$ cat config.mk
export PLATFORM = sky130hd
export DESIGN_NAME = tic_top
export DESIGN_NICKNAME = d
export VERILOG_FILES = /design/src/rtl/tic_pkg.sv /design/src/rtl/tic_regs.sv /design/src/rtl/tic_arbiter.sv /design/src/rtl/tic_gate.sv /design/src/rtl/tic_top.sv
export SDC_FILE = /design/constraint.sdc
export NUM_CORES = 1
export LEC_CHECK = 0
export ABC_AREA = 0
export BUFFER_PORTS_ARGS = -buffer_cell sky130_fd_sc_hd__buf_2
export CELL_PAD_IN_SITES_DETAIL_PLACEMENT = 1
export CELL_PAD_IN_SITES_GLOBAL_PLACEMENT = 1
export CORE_ASPECT_RATIO = 0.5
export CORE_MARGIN = 1.5
export CORE_UTILIZATION = 34
export DETAILED_ROUTE_END_ITERATION = 8
export GPL_TIMING_DRIVEN = 1
export PLACE_DENSITY_LB_ADDON = 0.1
export REMOVE_ABC_BUFFERS = 1
export SLEW_MARGIN = 25
export SYNTH_ARGS = -nofsm -noshare
export SYNTH_HDL_FRONTEND = slang
export SYNTH_SLANG_ARGS = --single-unit
export TNS_END_PERCENT = 30
$ cat constraint.sdc
create_clock -name clk -period 5.75 [get_ports clk]
set_input_delay 0.8625 -clock clk [delete_from_list [all_inputs] [get_ports clk]]
set_output_delay 0.8625 -clock clk [all_outputs]
set_load 0.01 [all_outputs]
$ cat src/rtl/tic_pkg.sv
package tic_pkg;

    localparam int CH_COUNT      = 3;
    localparam int CH_IDX_W      = (CH_COUNT > 1) ? $clog2(CH_COUNT) : 1;
    localparam int LVL_W         = 3;
    localparam int WORD_W        = 16;
    localparam int VEC_W         = 8;
    localparam int ADDR_W        = 16;
    localparam int FLAG_BASE_BIT = 9;
    localparam int LVL_HALF_BITS = 8;
    localparam int VEC_FIRST     = 13;
    localparam int VEC_STRIDE_SH = 2;
    localparam logic [ADDR_W-1:0] VEC_BASE = 16'h8000;

    typedef logic [LVL_W-1:0]    lvl_t;
    typedef logic [CH_IDX_W-1:0] ch_idx_t;
    typedef logic [WORD_W-1:0]   word_t;
    typedef logic [VEC_W-1:0]    vec_t;
    typedef logic [ADDR_W-1:0]   addr_t;
    typedef logic [CH_COUNT-1:0] ch_mask_t;

    typedef enum logic [1:0] {
        SEL_FLAG   = 2'd0,
        SEL_ENABLE = 2'd1,
        SEL_LVL_A  = 2'd2,
        SEL_LVL_B  = 2'd3
    } reg_sel_e;

    typedef struct packed {
        logic    found;
        ch_idx_t ch;
        lvl_t    lvl;
    } arb_res_t;

    typedef struct packed {
        logic  req;
        vec_t  vec;
        addr_t addr;
        lvl_t  lvl;
    } irq_out_t;

    // Level fields occupy half-word slots; slot 0 is unused, channel i owns slot i+1.
    function automatic reg_sel_e lvl_reg(input int ch);
        return ((ch + 1) / 2 == 0) ? SEL_LVL_A : SEL_LVL_B;
    endfunction

    function automatic int lvl_lsb(input int ch);
        return ((ch + 1) % 2) * LVL_HALF_BITS;
    endfunction

    function automatic vec_t ch_vector(input ch_idx_t ch);
        return vec_t'(VEC_FIRST) + vec_t'(ch);
    endfunction

    function automatic addr_t vec_address(input vec_t v);
        return VEC_BASE + (addr_t'(v) << VEC_STRIDE_SH);
    endfunction

endpackage

$ cat src/rtl/tic_regs.sv
module tic_regs
    import tic_pkg::*;
(
    input  logic                 clk,
    input  logic                 rst,
    input  logic                 wr_en,
    input  reg_sel_e             sel,
    input  word_t                wdata,
    output word_t                rdata,
    input  ch_mask_t             set_pulse,
    input  ch_mask_t             ack_clr,
    output ch_mask_t             flags,
    output ch_mask_t             enables,
    output lvl_t [CH_COUNT-1:0]  levels
);

    ch_mask_t w1c;

    always_comb begin
        for (int i = 0; i < CH_COUNT; i++) begin
            w1c[i] = wr_en && (sel == SEL_FLAG) && wdata[FLAG_BASE_BIT + i];
        end
    end

    always_ff @(posedge clk) begin
        if (rst) begin
            flags   <= '0;
            enables <= '0;
        end else begin
            flags <= (flags & ~(w1c | ack_clr)) | set_pulse;
            if (wr_en && sel == SEL_ENABLE) begin
                enables <= wdata[FLAG_BASE_BIT +: CH_COUNT];
            end
        end
    end

    for (genvar g = 0; g < CH_COUNT; g++) begin : g_lvl
        localparam reg_sel_e OWN_SEL = lvl_reg(g);
        localparam int       OWN_LSB = lvl_lsb(g);
        always_ff @(posedge clk) begin
            if (rst) begin
                levels[g] <= '0;
            end else if (wr_en && sel == OWN_SEL) begin
                levels[g] <= wdata[OWN_LSB +: LVL_W];
            end
        end
    end

    always_comb begin
        rdata = '0;
        case (sel)
            SEL_FLAG:   rdata[FLAG_BASE_BIT +: CH_COUNT] = flags;
            SEL_ENABLE: rdata[FLAG_BASE_BIT +: CH_COUNT] = enables;
            default: begin
                for (int i = 0; i < CH_COUNT; i++) begin
                    if (sel == lvl_reg(i)) begin
                        rdata[lvl_lsb(i) +: LVL_W] = levels[i];
                    end
                end
            end
        endcase
    end

endmodule

$ cat src/rtl/tic_arbiter.sv
module tic_arbiter
    import tic_pkg::*;
(
    input  ch_mask_t             pend,
    input  lvl_t [CH_COUNT-1:0]  levels,
    output arb_res_t             win
);

    // Scan from the highest index down; ">=" lets a lower index take a tie.
    always_comb begin
        win = '0;
        for (int i = CH_COUNT - 1; i >= 0; i--) begin
            if (pend[i] && (!win.found || levels[i] >= win.lvl)) begin
                win.found = 1'b1;
                win.ch    = ch_idx_t'(i);
                win.lvl   = levels[i];
            end
        end
    end

endmodule

$ cat src/rtl/tic_gate.sv
module tic_gate
    import tic_pkg::*;
(
    input  logic     clk,
    input  logic     rst,
    input  arb_res_t win,
    input  logic     core_ie,
    input  lvl_t     core_il,
    input  logic     nmi_pend,
    output irq_out_t out_q,
    output ch_idx_t  ch_q
);

    logic     accept;
    irq_out_t out_d;

    always_comb begin
        accept = win.found && core_ie && !nmi_pend && (win.lvl > core_il);
        out_d  = '0;
        if (accept) begin
            out_d.req  = 1'b1;
            out_d.vec  = ch_vector(win.ch);
            out_d.addr = vec_address(ch_vector(win.ch));
            out_d.lvl  = win.lvl;
        end
    end

    always_ff @(posedge clk) begin
        if (rst) begin
            out_q <= '0;
            ch_q  <= '0;
        end else begin
            out_q <= out_d;
            ch_q  <= accept ? win.ch : '0;
        end
    end

endmodule

$ cat src/rtl/tic_top.sv
module tic_top
    import tic_pkg::*;
(
    input  logic        clk,
    input  logic        rst,
    input  logic [2:0]  tmr_uflow,
    input  logic        reg_wr,
    input  logic [1:0]  reg_sel,
    input  logic [15:0] reg_wdata,
    output logic [15:0] reg_rdata,
    input  logic        core_ie,
    input  logic [2:0]  core_il,
    input  logic        nmi_pend,
    input  logic        irq_ack,
    output logic        irq_req,
    output logic [7:0]  irq_vec,
    output logic [15:0] irq_addr,
    output logic [2:0]  irq_lvl
);

    ch_mask_t             flag_vec;
    ch_mask_t             en_vec;
    lvl_t [CH_COUNT-1:0]  lvl_vec;
    ch_mask_t             ack_clr;
    arb_res_t             win;
    irq_out_t             out_q;
    ch_idx_t              srv_ch;

    always_comb begin
        ack_clr = '0;
        if (irq_ack && out_q.req) begin
            ack_clr[srv_ch] = 1'b1;
        end
    end

    tic_regs regs_i (
        .clk       (clk),
        .rst       (rst),
        .wr_en     (reg_wr),
        .sel       (reg_sel_e'(reg_sel)),
        .wdata     (reg_wdata),
        .rdata     (reg_rdata),
        .set_pulse (tmr_uflow),
        .ack_clr   (ack_clr),
        .flags     (flag_vec),
        .enables   (en_vec),
        .levels    (lvl_vec)
    );

    tic_arbiter arb_i (
        .pend   (flag_vec & en_vec),
        .levels (lvl_vec),
        .win    (win)
    );

    tic_gate gate_i (
        .clk      (clk),
        .rst      (rst),
        .win      (win),
        .core_ie  (core_ie),
        .core_il  (core_il),
        .nmi_pend (nmi_pend),
        .out_q    (out_q),
        .ch_q     (srv_ch)
    );

    assign irq_req  = out_q.req;
    assign irq_vec  = out_q.vec;
    assign irq_addr = out_q.addr;
    assign irq_lvl  = out_q.lvl;

endmodule

==> results_dict.tcl, run 1 <==
set metrics [dict create \
    outcome "finished clean" \
    start_kind "flip-flop" \
    p_per_area_nw_per_um2 197 \
    numPortBuffers 42 \
    cts_inserted_buffers 3 \
    timing.final.setup_violations 0 \
    grt_overflow 0 \
    synth-seq-area-share 0.320 \
    use_met2 0.247 \
    crit_path_frequent_cell "ha_1" \
    crit_required_ns 5.94 \
    cts.path.max_buffers 2 \
    cap_violations 0 \
    critical_path.top_delay_family "compound AO/OA/AOI/OAI gates" \
    grt_antenna_before_repair 0 \
    timing.setup.critical_path_class "reg -> reg" \
    comb_power_share 0.122 \
    coreArea_sq_um 4490 \
    areaGrowthSynthToFinish_pct 11.3 \
    p_leak_uw 0.000952 \
    insertion_delay_ns 0.27 \
    finalCritPeriodShare 0.819 \
    first_global_vias 1224 \
    timing.critical_path.cells "and3_1 > ha_1 > nand2b_4 > a2111oi_4 > nor2_2 > a22oi_2 > inv_1 > ha_1 > nand2b_1 > a21o_1 > a211o_2 > nand3_2 > a22oi_1 > ha_1 > nor2b_1 > o21ai_0 > a21oi_1 > nand2_1 > a221oi_2" \
    nNetsFinal 248 \
    power.switching_uw 93.3 \
    design.die.area_sq_um 5230 \
    final_antenna_net_count 0 \
    global_route.usage.met3 0.0390 \
    postCtsSetupRepairBufs 0 \
    synth-seq-cells 26 \
    endpoint_kind "flip-flop" \
    fp.dieH_microns 51.9 \
    gr-usage-met1 0.209 \
    critPathBufInv 1 \
    max_stage_delay_ns 0.50 \
    critical_path.max_fanout 8 \
    switching_share 0.262 \
    rsz0062_at_grt "no" \
    multiInputGateArea_sq_um 910 \
    holdCritPathClass "reg -> reg" \
    grt_first_pass_wirelength_microns 6030 \
    cts.reportedPaths.clkPinSlew_ns 0.10 \
    drv_slew 0 \
    layout_commonest_cell "buf_2" \
    violation_count_after_the_first_detailed_routing_iteration 21 \
    detailedRoute.firstPassIterationCount 4 \
    top_usage_layer "met2" \
    fin_worst_skew_ns 0.00640 \
    ir_worst_vdd_uv 97.2 \
    final_period_minus_worst_setup_slack_ns 4.71 \
    initial_utilization 0.362 \
    dpl.hpwl_microns 2870 \
    pin_count_of_the_biggest_net_entering_global_routing 17 \
    cts_tree "yes" \
    layout.cells.most_common_list "buf_2 (42), dfxtp_1 (26), nor2_1 (24), conb_1 (22), mux2i_1 (14)" \
    cts-hold-fix-buffers 0 \
    drc 0 \
    area.sequential_sq_um 520 \
    detailroute.via_count 1254 \
    yosys_warnings 0 \
    fin_hold_ws_ns 0.568 \
    routed_wirelength_microns 3640 \
    viasPerCell 4.59 \
    cts_repair_resize_count 0 \
    critPathArrivalTime_ns 4.90 \
    cts.sinks 26 \
    synth.distinct_cells 35 \
    cell_internal_pwr_uw 263 \
    cts.htree.levels 1 \
    clock-root-buffer "clkbuf_8" \
    die_width_microns 101 \
    gpl.final_weighted_congestion 0.716 \
    proportion_of_power_drawn_by_the_clock_network 0.344 \
    tns_ns 0 \
    finish.utilization 0.403 \
    sequentialPowerShare 0.535 \
    worst_path_max_delay_cell "dfxtp_1" \
    syn-mean-instance-area_sq_um 9.33 \
    num-fill-cells 557 \
    post_synth_instance_area_sq_um 1620 \
    timing_hold_violations_final 0 \
    num_antenna_cells 0 \
    drt-wirelength-per-cell_microns 13.3 \
    achievable-frequency_mhz 212 \
    io_pins 74 \
    std_cell_rows 17 \
    syn-instance-count 174 \
    drive_above_1_share 0.290 \
    grtUsageTotal 0.153 \
]
-- cells in the mapped netlist, drive strengths merged --
library cell  count  area [sq um]
a211o             1          10.0
a21oi             6          30.0
nand3b            2          15.0
nor2b             2          12.5
o21a              1          7.51
nand2             5          18.8
a31o              1          17.5
nand2b            2          20.0
ha               10           125
clkbuf            2          7.51
a22o              1          8.76
and3              7          43.8
o21ai             1          5.00
o311ai            1          8.76
inv               8          30.0
nand3             6          35.0
a22oi             8          75.1
mux2i            14           140
a2111oi           1          27.5
nor2             25          96.4
dfxtp            26           521
mux4              2          45.0
conb              1          3.75
and2              2          12.5
a221oi            3          45.0
buf              32           235
o211ai            1          7.51
nor3              1          5.00
a21o              1          7.51
nor3b             1          7.51
-- cell type report --
class                           count  share of cell area
Clock buffer                        4              0.0304
Inverter                            8              0.0166
Multi-Input combinational cell    127               0.503
Sequential cell                    26               0.288
Tap cell                           66              0.0457
Timing Repair Buffer               42               0.116
-- per-stage QoR --
step           cells  setup slack [ns]  total power (uW)  instance area (sq um)
2_1_floorplan    161              1.62               219                   1460
3_3_place_gp     269              1.15               237                   1750
3_5_place_dp     269              1.03               238                   1750
4_1_cts          273              1.00               360                   1810
5_1_grt          273             0.604               372                   1810
6_report         273              1.04               357                   1810
-- power by group through the flow --
| stage | Clock [uW] | Combinational [uW] | Sequential [uW] |
|---|---|---|---|
| after detailed placement | 0 | 43.5 | 195 |
| after global routing | 132 | 48.9 | 192 |
| after CTS | 125 | 43.7 | 191 |
| final | 123 | 43.4 | 191 |
| after global placement | 0 | 42.5 | 195 |
| after floorplan | 0 | 26.5 | 193 |
-- logic make-up (layout without fill, tap and decap cells) --
family | Yosys count | in the layout | synth area share
flip-flops | 26 | 26 | 0.320
multiplexers | 16 | 16 | 0.114
adder cells (fa/ha/maj) | 10 | 10 | 0.0770
other | 1 | 22 | 0.00231
AND/OR/NAND/NOR | 53 | 53 | 0.164
AO/OA/AOI/OAI | 26 | 26 | 0.154
buffers and inverters | 42 | 54 | 0.168
-- tightest hold or removal path, delay by kind of cell (launching register included) --
family | cells | cell delay [ns]
AND/OR/NAND/NOR | 1 | 0.05
flip-flops | 1 | 0.35
multiplexers | 1 | 0.14
-- final timing paths --
check,from,end,slack (ns),depth (start not counted)
setup / recovery,regs_i.flags[2],gate_i.out_q[1],1.04,19
hold / removal,regs_i.levels[0],regs_i.levels[0],0.57,2
setup reg to reg,regs_i.flags[2],gate_i.out_q[1],1.04,19
hold reg to reg,regs_i.levels[0],regs_i.levels[0],0.57,2
-- state kept, by name, summed over array words and instances, names as in the netlist --
name / cells
regs_i.levels: 9
gate_i.out_q: 9
regs_i.enables: 3
gate_i.ch_q: 2
regs_i.flags: 3
-- metal layers --
| layer | share of wire | vias up |
|---|---|---|
| li1 | - | 619 |
| met1 | 0.52 | 589 |
| met2 | 0.42 | 44 |
| met3 | 0.061 | 2 |
| met4 | 0.0052 | 0 |
| met5 | 0 | - |
(Power assumes the default switching activity.)
==> run 2, diff against run 1 <==
clock period = 4.7 ns   (was 5.75 ns; I/O delays follow)
==> run 2 against run 1 <==
Compared with the run above: largest power group unchanged; critical endpoint unchanged; core utilization increased by 1.0 points; first-iteration DRC count grew 33%; non-clock buffer count grew 3; critical path depth did not move; design area is 2.5% higher; setup slack got worse by 0.71 ns; largest cell class unchanged; register-to-register slack got worse by 0.71 ns; sequential power is 21% higher; sequential share of layout area down 0.70 points; worst hold slack better by 0.0014 ns; critical path type unchanged.
==> results_dict.tcl, run 2 (synthesis results as in run 1) <==
set metrics [dict create \
    sequentialPowerShare 0.488 \
    drt-wirelength-per-cell_microns 13.0 \
    multiInputGateArea_sq_um 916 \
    critical_path.max_fanout 8 \
    outcome "finished clean" \
    achievable-frequency_mhz 229 \
    areaGrowthSynthToFinish_pct 14.1 \
    comb_power_share 0.118 \
    fp.dieH_microns 51.9 \
    viasPerCell 4.59 \
    initial_utilization 0.362 \
    p_leak_uw 0.000974 \
    ir_worst_vdd_uv 105 \
    cts.path.max_buffers 2 \
    p_per_area_nw_per_um2 257 \
    rsz0062_at_grt "no" \
    endpoint_kind "flip-flop" \
    timing.setup.critical_path_class "reg -> reg" \
    cts.reportedPaths.clkPinSlew_ns 0.09 \
    nNetsFinal 251 \
    violation_count_after_the_first_detailed_routing_iteration 28 \
    grt_antenna_before_repair 0 \
    cp.depth 19 \
    dpl_cell_area_sq_um 1780 \
    routed_wirelength_microns 3590 \
    proportion_of_power_drawn_by_the_clock_network 0.394 \
    area.sequential_sq_um 520 \
    timing.final.setup_violations 0 \
    grtUsageTotal 0.154 \
    switching_share 0.238 \
    cts_tree "yes" \
    insertion_delay_ns 0.27 \
    top_regs "gate_i.out_q (9), regs_i.levels (9)" \
    drc 0 \
    first_global_vias 1239 \
    detailedRoute.firstPassIterationCount 4 \
    start_kind "flip-flop" \
    coreArea_sq_um 4490 \
    num_antenna_cells 0 \
    clock-root-buffer "clkbuf_8" \
    pin_count_of_the_biggest_net_entering_global_routing 17 \
    std_cell_rows 17 \
    cts.htree.levels 1 \
    fin_cells 276 \
    critical_path.top_delay_family "compound AO/OA/AOI/OAI gates" \
    finish.utilization 0.413 \
    placed_cells 272 \
    cell_internal_pwr_uw 362 \
    drive_above_1_share 0.310 \
    max_stage_delay_ns 0.41 \
    tns_ns 0 \
    detailroute.via_count 1267 \
    io_pins 74 \
    drv_slew 0 \
    worst_path_max_delay_cell "dfxtp_1" \
    final_period_minus_worst_setup_slack_ns 4.37 \
    gpl.final_weighted_congestion 0.708 \
    ff2ff_path_depth 19 \
    layout_commonest_cell "buf_2" \
    dpl.hpwl_microns 2850 \
    critPathArrivalTime_ns 4.56 \
    stdcell_area_sq_um 1850 \
    num-fill-cells 536 \
    timing.critical_path.cells "and3_1 > ha_1 > nand2b_4 > a2111oi_4 > nor2_2 > a22oi_2 > inv_1 > ha_1 > nand2b_1 > a21o_1 > a211o_2 > nand3_2 > a22oi_1 > ha_1 > nor2b_1 > o21ai_1 > a21oi_2 > nand2_2 > a221oi_2" \
    layout.cells.most_common_list "buf_2 (42), dfxtp_1 (26), nor2_1 (24), conb_1 (22), mux2i_1 (14)" \
    holdCritPathClass "reg -> reg" \
    min_delay_path_depth 2 \
    cap_violations 0 \
    die_width_microns 101 \
    crit_path_frequent_cell "ha_1" \
    critPathBufInv 1 \
    power.switching_uw 113 \
    cts.sinks 26 \
    grt_first_pass_wirelength_microns 6040 \
    design.die.area_sq_um 5230 \
    final_antenna_net_count 0 \
    finalCritPeriodShare 0.929 \
    numPortBuffers 42 \
    fin_hold_ws_ns 0.569 \
    cts_inserted_buffers 3 \
    crit_required_ns 4.89 \
    timing_hold_violations_final 0 \
    grt_overflow 0 \
    fin_worst_skew_ns 0.00224 \
]
==> run 2: cell types whose count changed in the layout (fill, tap and decap cells not counted), sizes merged <==
cell and delta:
buf +3, bufinv +1, clkbuf -1
==> run 2: area by class of cell <==
type	instances	area share
repair buffers	45	0.126
inverters	8	0.0162
multi-input cells	127	0.494
well taps	66	0.0446
clock inverters	1	0.0162
flip-flops and latches	26	0.281
clock buffers	3	0.0223
==> run 2: stage by stage <==
stage	total power, uW	worst slack [ns]
finish	476	0.334
global route	501	0.0217
CTS	482	0.102
detailed placement	293	0.132
global placement	292	0.238
floorplan	268	0.565
==> run 2: power groups by stage <==
stage	sequential (uW)	clock, uW	combinational (uW)
global route	233	204	64.0
CTS	232	194	55.9
detailed placement	237	0	55.6
floorplan	236	0	32.4
global placement	237	0	54.6
finish	232	188	56.2
==> run 2: path summary, 6_finish.rpt <==
kind	from	endpoint	slack [ns]
max reg2reg	regs_i.levels[6]	gate_i.out_q[1]	0.33
min	regs_i.levels[1]	regs_i.levels[1]	0.57
max	regs_i.levels[6]	gate_i.out_q[1]	0.33
min reg2reg	regs_i.levels[1]	regs_i.levels[1]	0.57
==> run 2: routing by layer <==
metal  share of wire  vias to the layer above  track usage
li1                -                      625            -
met1            0.52                      589        0.219
met2            0.41                       51        0.236
met3           0.067                        2       0.0417
met4          0.0053                        0       0.0282
met5               0                        -            0
==> run 2: repair_timing <==
action / 4_1_cts / 5_1_grt
resized for setup: 0 / 3
buffers inserted: 0 / 0
hold buffers: 0 / 0
endpoints found under the setup margin: 0 / 8
==> run 2: worst reg2reg max path: cells and delay by family, from the launching register on <==
| family | cells | cell delay [ns] |
|---|---|---|
| AO/OA/AOI/OAI | 8 | 1.90 |
| AND/OR/NAND/NOR | 7 | 1.12 |
| adder cells (fa/ha/maj) | 3 | 0.80 |
| flip-flops | 1 | 0.41 |
| buffers and inverters | 1 | 0.07 |
